File: config.mk
export PLATFORM = sky130hd
export DESIGN_NAME = smiCauseHub
export DESIGN_NICKNAME = d
export VERILOG_FILES = /design/src/rtl/smiHubPkg.sv /design/src/rtl/smiHubCtrl.sv /design/src/rtl/smiHubDatapath.sv /design/src/rtl/smiCauseHub.sv
export SDC_FILE = /design/constraint.sdc
export NUM_CORES = 1
export LEC_CHECK = 0
export BUFFER_PORTS_ARGS = -buffer_cell sky130_fd_sc_hd__buf_4
export CAP_MARGIN = 20
export CELL_PAD_IN_SITES_DETAIL_PLACEMENT = 0
export CELL_PAD_IN_SITES_GLOBAL_PLACEMENT = 1
export CORE_MARGIN = 8
export CORE_UTILIZATION = 41
export CTS_CLUSTER_DIAMETER = 150
export DETAILED_ROUTE_END_ITERATION = 7
export GPL_TIMING_DRIVEN = 0
export PLACE_DENSITY = 0.92
export SYNTH_ARGS = -nofsm -noshare
export SYNTH_HDL_FRONTEND = slang
export SYNTH_SLANG_ARGS = --single-unit
File: constraint.sdc
create_clock -name clk -period 2.5 [get_ports clk]
set_clock_uncertainty 0.1 [all_clocks]
set_input_delay 0.125 -clock clk [delete_from_list [all_inputs] [get_ports clk]]
set_output_delay 0.125 -clock clk [all_outputs]
set_load 0.05 [all_outputs]
File: src/rtl/smiHubPkg.sv
package smiHubPkg;

  // Register addresses
  localparam int ADDR_ENABLE  = 0;
  localparam int ADDR_STATUS  = 1;
  localparam int ADDR_CONTROL = 2;

  // Write strobes from control to datapath
  typedef struct packed {
    logic wrEnable;
    logic wrStatus;
    logic wrControl;
  } smiStrobes_t;

  typedef enum logic [1:0] {
    SEL_ENABLE  = 2'd0,
    SEL_STATUS  = 2'd1,
    SEL_CONTROL = 2'd2,
    SEL_NONE    = 2'd3
  } readSel_t;

endpackage

File: src/rtl/smiHubCtrl.sv
module smiHubCtrl
  import smiHubPkg::*;
#(
  parameter int ADDR_WIDTH = 2
) (
  input  logic [ADDR_WIDTH-1:0] regAddr,
  input  logic                  regWrEn,
  output smiStrobes_t           strb,
  output readSel_t              readSel
);

  logic hitEnable;
  logic hitStatus;
  logic hitControl;

  assign hitEnable  = (int'(regAddr) == ADDR_ENABLE);
  assign hitStatus  = (int'(regAddr) == ADDR_STATUS);
  assign hitControl = (int'(regAddr) == ADDR_CONTROL);

  always_comb begin
    strb.wrEnable  = regWrEn & hitEnable;
    strb.wrStatus  = regWrEn & hitStatus;
    strb.wrControl = regWrEn & hitControl;
    if (hitEnable)       readSel = SEL_ENABLE;
    else if (hitStatus)  readSel = SEL_STATUS;
    else if (hitControl) readSel = SEL_CONTROL;
    else                 readSel = SEL_NONE;
  end

endmodule

File: src/rtl/smiHubDatapath.sv
module smiHubDatapath
  import smiHubPkg::*;
#(
  parameter int NUM_CAUSES  = 8,
  parameter int REG_WIDTH   = 16,
  parameter int SYNC_STAGES = 2
) (
  input  logic                  clk,
  input  logic                  rstN,
  input  logic [NUM_CAUSES-1:0] causeIn,
  input  smiStrobes_t           strb,
  input  readSel_t              readSel,
  input  logic [REG_WIDTH-1:0]  wrData,
  output logic [REG_WIDTH-1:0]  rdData,
  output logic                  smiOut
);

  localparam int LAST_STAGE = SYNC_STAGES - 1;

  logic [NUM_CAUSES-1:0] syncQ [SYNC_STAGES];
  logic [NUM_CAUSES-1:0] prevQ;
  logic [NUM_CAUSES-1:0] riseVec;
  logic [NUM_CAUSES-1:0] enableQ;
  logic [NUM_CAUSES-1:0] statusQ;
  logic [NUM_CAUSES-1:0] statusKeep;
  logic                  gateQ;

  // Synchronizer chain
  genvar s;
  generate
    for (s = 0; s < SYNC_STAGES; s++) begin : gSync
      always_ff @(posedge clk) begin
        if (!rstN) syncQ[s] <= '0;
        else if (s == 0) syncQ[s] <= causeIn;
        else syncQ[s] <= syncQ[(s == 0) ? 0 : s-1];
      end
    end
  endgenerate

  // Edge detection on the synchronized causes
  always_ff @(posedge clk) begin
    if (!rstN) prevQ <= '0;
    else prevQ <= syncQ[LAST_STAGE];
  end

  assign riseVec = syncQ[LAST_STAGE] & ~prevQ;

  // A written zero clears; a rising edge in the same cycle wins
  assign statusKeep = strb.wrStatus ? wrData[NUM_CAUSES-1:0] : '1;

  always_ff @(posedge clk) begin
    if (!rstN) begin
      enableQ <= '0;
      statusQ <= '0;
      gateQ   <= 1'b0;
    end else begin
      statusQ <= (statusQ & statusKeep) | riseVec;
      if (strb.wrEnable)  enableQ <= wrData[NUM_CAUSES-1:0];
      if (strb.wrControl) gateQ   <= wrData[0];
    end
  end

  assign smiOut = gateQ & (|(statusQ & enableQ));

  always_comb begin
    rdData = '0;
    case (readSel)
      SEL_ENABLE:  rdData[NUM_CAUSES-1:0] = enableQ;
      SEL_STATUS:  rdData[NUM_CAUSES-1:0] = statusQ;
      SEL_CONTROL: rdData[0] = gateQ;
      default:     rdData = '0;
    endcase
  end

  generate
    if (REG_WIDTH > NUM_CAUSES) begin : gSpare
      logic unusedHiBits;
      assign unusedHiBits = ^wrData[REG_WIDTH-1:NUM_CAUSES];
    end
  endgenerate


  rise_sets_status_chk: assert property (@(posedge clk) disable iff (!rstN)
    (riseVec != '0) |=> ((statusQ & $past(riseVec)) == $past(riseVec)));


  set_only_on_rise_chk: assert property (@(posedge clk) disable iff (!rstN)
    (rstN) |=> ((statusQ & ~$past(statusQ) & ~$past(riseVec)) == '0));


  clear_only_by_write_chk: assert property (@(posedge clk) disable iff (!rstN)
    (!strb.wrStatus) |=> ((statusQ & $past(statusQ)) == $past(statusQ)));


  enable_write_chk: assert property (@(posedge clk) disable iff (!rstN)
    strb.wrEnable |=> (enableQ == $past(wrData[NUM_CAUSES-1:0])));


  gate_blocks_smi_chk: assert property (@(posedge clk) disable iff (!rstN)
    (!gateQ) |-> (!smiOut));

endmodule

File: src/rtl/smiCauseHub.sv
module smiCauseHub
  import smiHubPkg::*;
#(
  parameter int NUM_CAUSES  = 8,
  parameter int REG_WIDTH   = 16,
  parameter int ADDR_WIDTH  = 2,
  parameter int SYNC_STAGES = 2
) (
  input  logic                  clk,
  input  logic                  rstN,
  input  logic [NUM_CAUSES-1:0] causeIn,
  input  logic [ADDR_WIDTH-1:0] regAddr,
  input  logic                  regWrEn,
  input  logic [REG_WIDTH-1:0]  regWrData,
  output logic [REG_WIDTH-1:0]  regRdData,
  output logic                  smiOut
);

  smiStrobes_t strb;
  readSel_t    readSel;

  smiHubCtrl #(.ADDR_WIDTH(ADDR_WIDTH)) u_ctrl (
    .regAddr (regAddr),
    .regWrEn (regWrEn),
    .strb    (strb),
    .readSel (readSel)
  );

  smiHubDatapath #(
    .NUM_CAUSES  (NUM_CAUSES),
    .REG_WIDTH   (REG_WIDTH),
    .SYNC_STAGES (SYNC_STAGES)
  ) u_dp (
    .clk     (clk),
    .rstN    (rstN),
    .causeIn (causeIn),
    .strb    (strb),
    .readSel (readSel),
    .wrData  (regWrData),
    .rdData  (regRdData),
    .smiOut  (smiOut)
  );

endmodule

==> results of run 1 <==
[sequential cells by signal, indices dropped and copies added (netlist names)]
register	cells
u_dp.gateQ	1
u_dp.prevQ	8
u_dp.statusQ	8
u_dp.syncQ	16
u_dp.enableQ	8
[cells in the mapped netlist, drive strengths merged (3+ instances only)]
master / number / share of area (%)
nor2b: 9 / 3.6
nand2b: 8 / 3.2
clkbuf: 4 / 0.96
mux2i: 17 / 11
nand3b: 3 / 1.4
nor2: 7 / 1.7
buf: 11 / 5.4
a22oi: 4 / 1.9
dfxtp: 41 / 53
a21boi: 8 / 3.9
o21ai: 9 / 2.9
and2: 24 / 9.6
[tightest hold or removal path, cell delays in order]
cell                      delay (ns)
sky130_fd_sc_hd__buf_4          0.08
sky130_fd_sc_hd__mux2i_1        0.06
sky130_fd_sc_hd__nor2b_1        0.10
[power by group]
part / switching [mW] / internal (mW) / leakage [nW]
clock: 0.220 / 0.298 / 0.0543
combinational: 0.0835 / 0.0744 / 0.475
sequential: 0.0128 / 0.680 / 0.336
total: 0.316 / 1.05 / 0.866
[stage by stage]
stage | hold WS (ns) | power (mW) | cell area, um^2 | worst slack (ns) | util, %
after global routing | 0.0151 | 1.43 | 2060 | 0.951 | 56.2
after detailed placement | 0.236 | 0.857 | 1860 | 1.31 | 50.9
after floorplan | 0.152 | 0.808 | 1590 | 0.791 | -
after CTS | 0.00366 | 1.39 | 2060 | 1.04 | 56.2
after global placement | 0.232 | 0.851 | 1860 | 1.32 | 50.9
final | 0.0168 | 1.37 | 2060 | 1.05 | 56.2
[kinds of logic (layout without fill, tap and decap cells)]
family                 count (synthesis)  count (layout)  synth area share [%]
AOI/OAI and AO/OA                     22              22                  9.23
buffers and inverters                 16              61                  6.58
DFF                                   41              41                  52.6
muxes                                 17              17                  10.9
other                                  1               8                 0.241
and+or+nand+nor                       52              52                  20.4
[worst paths after layout]
kind,startpoint,end,slack (ns),cells after the start
setup / recovery,u_dp.statusQ[3]$_SDFF_PN0_,smiOut,1.05,3
hold / removal,regWrData[2],u_dp.enableQ[2]$_SDFFE_PN0P_,0.02,3
setup reg to reg,u_dp.statusQ[0]$_SDFF_PN0_,u_dp.statusQ[0]$_SDFF_PN0_,1.70,2
hold reg to reg,u_dp.syncQ[0][4]$_SDFF_PN0_,u_dp.syncQ[1][4]$_SDFF_PN0_,0.34,1
[layer usage]
layer	GRT usage [%]	vias up	routed length (um)
met2	15.2	34	1270
met3	4.61	4	248
met1	10.0	507	1260
met4	5.66	0	46
li1	-	575	-
met5	0	-	0
[final cells by class]
type	instances	area (um^2)	area share, %
well taps	48	60.1	2.92
flip-flops and latches	41	821	39.9
clock inverters	3	46.3	2.25
repair buffers	37	298	14.5
clock buffers	5	68.8	3.34
multi-input cells	99	662	32.2
inverters	1	3.75	0.182
plain buffers	15	98.8	4.80
==> reports/qor.yml, run 1 <==
global_route:
  grt_max_degree: 15
  grt_antenna_before_repair: 0
  global_route_overflow: 0
  grt_first_pass_wirelength_mm: 4.72
  number_of_global_route_vias_before_repair: 1125
  globalRouteTotalUtil_pct: 9.55
logic_synthesis:
  synth-seq-cells: 41
  synth_warn: 0
  mappedNetlistArea_mm2: 0.00156
  most_instantiated_flip_flop_cell_in_the_synthesis_netlist: "sky130_fd_sc_hd__dfxtp_1"
  synth_edf_count: 0
  postSynthAreaPerCell_um2: 10.5
  netlist_instances: 149
  synth_sequential_area_ratio_pct: 52.6
  synthDistinctLibCells: 18
  ys_async_sr_fraction_pct: 0
clocking:
  post_cts_repair_timing_setup_buffer_count: 0
  clk_latency_ns: 0.29
  cts_clock_pin_slew_for_the_worst_setup_and_hold_paths_ns: 0.08
  cts-hold-fix-buffers: 8
  ctsHtreeMaxLevel: 2
  post_cts_resized: 0
  cts_buffer_depth: 2
  cts_tree: "done"
  clock_tree.root_cell: "sky130_fd_sc_hd__clkbuf_8"
  clock-sinks: 41
  inserted_clock_buffers: 5
timing:
  fin_crit_ns: 1.45
  grt_setup_unrepaired: "no"
  setup_tns_final_ns: 0
  layout_worst_path_cycle_share_pct: 58.1
  number_of_endpoints_failing_setup_at_the_final_stage: 0
  final-hold-violation-count: 0
  final-max-slew-violation-count: 0
  top_achievable_clock_speed_ghz: 0.689
power_and_ir_drop:
  cellLeakagePower_nw: 0.866
  peak_supply_drop_mv: 0.384
  power-per-cell-area_mw_per_mm2: 665
setup_path:
  largest_stage_delay_on_the_critical_path_ns: 0.36
  cp_num_buf_inv: 1
  timing.critical_path.cells: "a22oi_1 > a41oi_1 > buf_4"
  crit_arrival_ns: 1.23
  critical_path_required_time_ns: 2.28
  critical-path-top-delay-family: "flip-flops"
  path_class: "flop to primary output"
  critical_path_peak_fanout: 3
  critical-path-slowest-cell: "sky130_fd_sc_hd__dfxtp_1"
  setup.worst_path.end_class: "primary output"
  cp-start-kind: "flop"
place:
  dp_wirelength_mm: 2.18
  dp_cells: 233
  gp_routability_congestion: 0.804
  port_buffers: 29
routing:
  routed-via-count: 1120
  totalWireLength_mm: 2.82
  postRouteAntennaNets: 0
  average_vias_per_placed_instance: 4.50
  detail_route.iter0.violations: 46
  remaining_drc_errors: 0
  wire_per_inst_um: 11.3
  drt-pass1-iter-count: 4
die:
  die-width_um: 77.7
  placement_rows: 22
  initial_utilization_pct: 42.6
  design.die.area_mm2: 0.00603
  core_area_mm2: 0.00366
  fp.dieH_um: 77.7
  ios: 46
worst_hold_path:
  holdCritPathClass: "input pin to flop"
final_layout:
  layout-drive-gt1-share_pct: 24.4
  final_cell_count_no_fill: 249
  mostFrequentLayoutCell: "sky130_fd_sc_hd__dfxtp_1"
  antennaDiodeCount: 0
  fillers: 325
  mostFrequentLayoutCells: "sky130_fd_sc_hd__dfxtp_1 (41), sky130_fd_sc_hd__buf_4 (38), sky130_fd_sc_hd__and2_1 (24)"
  layout.nets: 229
  area_delta_synth_final_pct: 32.0
job:
  max-cap-violations: 0
status:
  result_of_the_run: "finished, final reports clean"
Power figures use the tool's default switching activity.
==> inputs of run 2 (changes only) <==
--- a/config.mk
+++ b/config.mk
@@ -5,16 +5,17 @@
 export SDC_FILE = /design/constraint.sdc
 export NUM_CORES = 1
 export LEC_CHECK = 0
+export ABC_AREA = 1
 export BUFFER_PORTS_ARGS = -buffer_cell sky130_fd_sc_hd__buf_4
 export CAP_MARGIN = 20
 export CELL_PAD_IN_SITES_DETAIL_PLACEMENT = 0
 export CELL_PAD_IN_SITES_GLOBAL_PLACEMENT = 1
 export CORE_MARGIN = 8
-export CORE_UTILIZATION = 41
+export CORE_UTILIZATION = 36
 export CTS_CLUSTER_DIAMETER = 150
 export DETAILED_ROUTE_END_ITERATION = 7
 export GPL_TIMING_DRIVEN = 0
-export PLACE_DENSITY = 0.92
+export PLACE_DENSITY = 0.86
 export SYNTH_ARGS = -nofsm -noshare
 export SYNTH_HDL_FRONTEND = slang
 export SYNTH_SLANG_ARGS = --single-unit
==> constraint.sdc (replaced) <==
create_clock -name clk -period 1.5 [get_ports clk]
set_clock_uncertainty 0.1 [all_clocks]
set_input_delay 0.075 -clock clk [delete_from_list [all_inputs] [get_ports clk]]
set_output_delay 0.075 -clock clk [all_outputs]
set_load 0.05 [all_outputs]
==> run 2 against run 1 <==
Wire length increased by 7.1%. Critical path depth rose by 2. Global-route usage decreased by 0.19 points. Sequential share of layout area down 1.9 points. Critical endpoint unchanged. Synthesized cell count grew 32%. Worst hold slack better by 0.068 ns. Sequential power up 67%. Cell count up 24%.
==> reports/qor.yml, run 2 <==
logic_synthesis:
  synthDistinctLibCells: 19  # +1
  ys_top_cells_by_area: "sky130_fd_sc_hd__dfxtp_1 (52%), sky130_fd_sc_hd__nand2_1 (13%), sky130_fd_sc_hd__inv_1 (5.9%)"
  yosysTopAreaCellShare_pct: 52.0  # -0.67 points
  most_instantiated_flip_flop_cell_in_the_synthesis_netlist: "sky130_fd_sc_hd__dfxtp_1"
  mappedNetlistArea_mm2: 0.00158  # +1.3%
  postSynthAreaPerCell_um2: 8.06  # -23%
  synth_sequential_area_ratio_pct: 52.0  # -0.67 points
  synth-seq-cells: 41  # unchanged
  synth_edf_count: 0  # unchanged
  netlist_instances: 196  # +32%
  synth.largest_area_cell: "sky130_fd_sc_hd__dfxtp_1"
  synth.cells.most_frequent: "sky130_fd_sc_hd__nand2_1 (56), sky130_fd_sc_hd__dfxtp_1 (41), sky130_fd_sc_hd__inv_1 (25)"
  dominant_cell_by_count_in_the_synthesized_netlist: "sky130_fd_sc_hd__nand2_1"
  synth_warn: 0  # unchanged
  ys_async_sr_fraction_pct: 0  # unchanged
job:
  max-cap-violations: 0  # unchanged
power_and_ir_drop:
  peak_supply_drop_mv: 0.501  # +31%
  cellLeakagePower_nw: 1.17  # +35%
  post-layout-total-power_mw: 2.22  # +62%
  power-per-cell-area_mw_per_mm2: 1030  # +54%
timing:
  fin_crit_ns: 1.33
  final-max-slew-violation-count: 0  # unchanged
  number_of_endpoints_failing_setup_at_the_final_stage: 0  # unchanged
  setup_tns_final_ns: 0  # unchanged
  grt_setup_unrepaired: "no"
  layout_worst_path_cycle_share_pct: 88.3
  final-hold-violation-count: 0  # unchanged
  top_achievable_clock_speed_ghz: 0.755
final_layout:
  layout-drive-gt1-share_pct: 23.3  # -1.0 points
  area_delta_synth_final_pct: 36.8
  largest_register_ffs: 16  # unchanged
  antennaDiodeCount: 0  # unchanged
  fillers: 423  # +30%
  layout.nets: 285  # +24%
  mostFrequentLayoutCells: "sky130_fd_sc_hd__nand2_1 (56), sky130_fd_sc_hd__dfxtp_1 (41), sky130_fd_sc_hd__buf_4 (38)"
  mostFrequentLayoutCell: "sky130_fd_sc_hd__nand2_1"
  largest-register: "u_dp.syncQ"
clocking:
  cts_buffer_depth: 2  # unchanged
  post_cts_resized: 0  # unchanged
  inserted_clock_buffers: 5  # unchanged
  clock-sinks: 41  # unchanged
  clk_latency_ns: 0.28  # about the same
  cts_tree: "done"
  cts_clock_pin_slew_for_the_worst_setup_and_hold_paths_ns: 0.07  # about the same
  post_cts_repair_timing_setup_buffer_count: 0  # unchanged
  ctsHtreeMaxLevel: 2  # unchanged
  clock_tree.root_cell: "sky130_fd_sc_hd__clkbuf_8"
die:
  fp.dieH_um: 82.2  # +5.9%
  die-width_um: 82.2  # +5.9%
  initial_utilization_pct: 36.8  # -5.8 points
  design.die.area_mm2: 0.00676  # +12%
  ios: 46  # unchanged
  core_area_mm2: 0.00429  # +17%
  placement_rows: 24  # +9.1%
routing:
  wire_per_inst_um: 9.78  # -14%
  drt-pass1-iter-count: 4  # unchanged
  routed-via-count: 1245  # +11%
  average_vias_per_placed_instance: 4.03  # -10%
  postRouteAntennaNets: 0  # unchanged
  detail_route.iter0.violations: 35  # -24%
  remaining_drc_errors: 0  # unchanged
  totalWireLength_mm: 3.02  # +7.1%
global_route:
  grt_max_degree: 13  # -2
  global_route_overflow: 0  # unchanged
  grt_antenna_before_repair: 0  # unchanged
  grt_first_pass_wirelength_mm: 4.84  # +2.6%
  number_of_global_route_vias_before_repair: 1153  # +2.5%
  globalRouteTotalUtil_pct: 9.35  # -0.19 points
worst_hold_path:
  holdCritPathClass: "input pin to flop"
  hold_path_startpoint: "regWrEn"
place:
  gp_routability_congestion: 0.745  # -7.4%
  dp_wirelength_mm: 2.24  # +2.8%
  port_buffers: 29  # unchanged
setup_path:
  critical_path_required_time_ns: 1.32  # -0.96 ns
  worst-r2r-setup-slack_ns: 0.66  # -1.04 ns
  rr_endpoint: "u_dp.statusQ[2]$_SDFF_PN0_"
  setup.worst_path.end_class: "primary output"
  cp-start-kind: "flop"
  critical_path_peak_fanout: 3  # unchanged
  crit_arrival_ns: 1.15  # -0.08 ns
  timing.critical_path.to: "smiOut"
  worstReg2RegStart: "u_dp.syncQ[1][2]$_SDFF_PN0_"
  path_class: "flop to primary output"
  setup.worst_path.start: "u_dp.statusQ[0]$_SDFF_PN0_"
  rr_worst_depth: 3  # +1
status:
  result_of_the_run: "finished, final reports clean"
[run 2: changes by cell type in the layout (fill, tap and decap cells not counted), sizes merged, moves of 9 or more]
cell | previous run | this run
nand2 | 0 | 58
and2 | 24 | 0
nor2 | 7 | 22
mux2i | 17 | 0
dlygate4sd3 | 8 | 17
nor2b | 9 | 0
inv | 1 | 26
[run 2: what timing repair did]
item / in CTS / in global routing
hold buffers: 17 / 0
endpoints found under the setup margin: 0 / 0
hold endpoints to repair: 28 / 0
[run 2: report_power, final]
part           total, mW  internal [mW]  switching (mW)  leakage [nW]
Clock              0.751          0.415           0.336        0.0542
Sequential          1.16           1.14          0.0231         0.337
Combinational      0.304          0.132           0.172         0.780
[run 2: worst min path at each step]
stage / endpoint / depth (start not counted)
6_report: u_dp.statusQ[3]$_SDFF_PN0_ / 4
2_1_floorplan: u_dp.syncQ[0][0]$_SDFF_PN0_ / 2
3_3_place_gp: u_dp.syncQ[0][4]$_SDFF_PN0_ / 3
3_5_place_dp: u_dp.syncQ[0][0]$_SDFF_PN0_ / 3
4_1_cts: u_dp.gateQ$_SDFFE_PN0P_ / 4
5_1_grt: u_dp.statusQ[3]$_SDFF_PN0_ / 4
[run 2: kinds of logic (layout without fill, tap and decap cells)]
group / count (synthesis) / count (layout) / share of synthesized area [%]
other: 1 / 8 / 0.237
buffers and inverters: 39 / 93 / 11.7
and+or+nand+nor: 91 / 91 / 25.0
DFF: 41 / 41 / 52.0
AOI/OAI and AO/OA: 24 / 24 / 11.0
[run 2: metrics by stage]
step | cell area (um^2) | cells | hold slack, ns | setup slack (ns) | utilization [%]
final | 2160 | 309 | 0.0852 | 0.175 | 50.3
after detailed placement | 1890 | 284 | 0.160 | 0.442 | 44.0
after global placement | 1890 | 284 | 0.157 | 0.455 | 44.0
after CTS | 2160 | 309 | 0.0747 | 0.150 | 50.3
after floorplan | 1610 | 203 | 0.0726 | 0.0779 | -
after global routing | 2160 | 309 | 0.0888 | 0.0685 | 50.3
[run 2: critical path: stages (launching register included)]
cell and delay, ns:
sky130_fd_sc_hd__dfxtp_1 0.36, sky130_fd_sc_hd__nand2_1 0.06, sky130_fd_sc_hd__nand2_1 0.06, sky130_fd_sc_hd__nor2_1 0.04, sky130_fd_sc_hd__a21oi_1 0.13, sky130_fd_sc_hd__buf_4 0.21
[run 2: area by class of cell]
class                   count  area (um^2)  area share, %
inverters                  27          103           4.75
repair buffers             46          388           18.0
plain buffers              12         82.6           3.82
multi-input cells         123          599           27.8
well taps                  52         65.1           3.01
flip-flops and latches     41          821           38.0
clock buffers               7         96.3           4.46
clock inverters             1         5.00          0.232
[run 2: per-layer routing]
| metal | global-route usage, % | share of wire (%) |
|---|---|---|
| met5 | 0 | 0 |
| met4 | 3.68 | 0.99 |
| met3 | 3.68 | 8.7 |
| met2 | 15.3 | 46 |
| met1 | 10.7 | 44 |
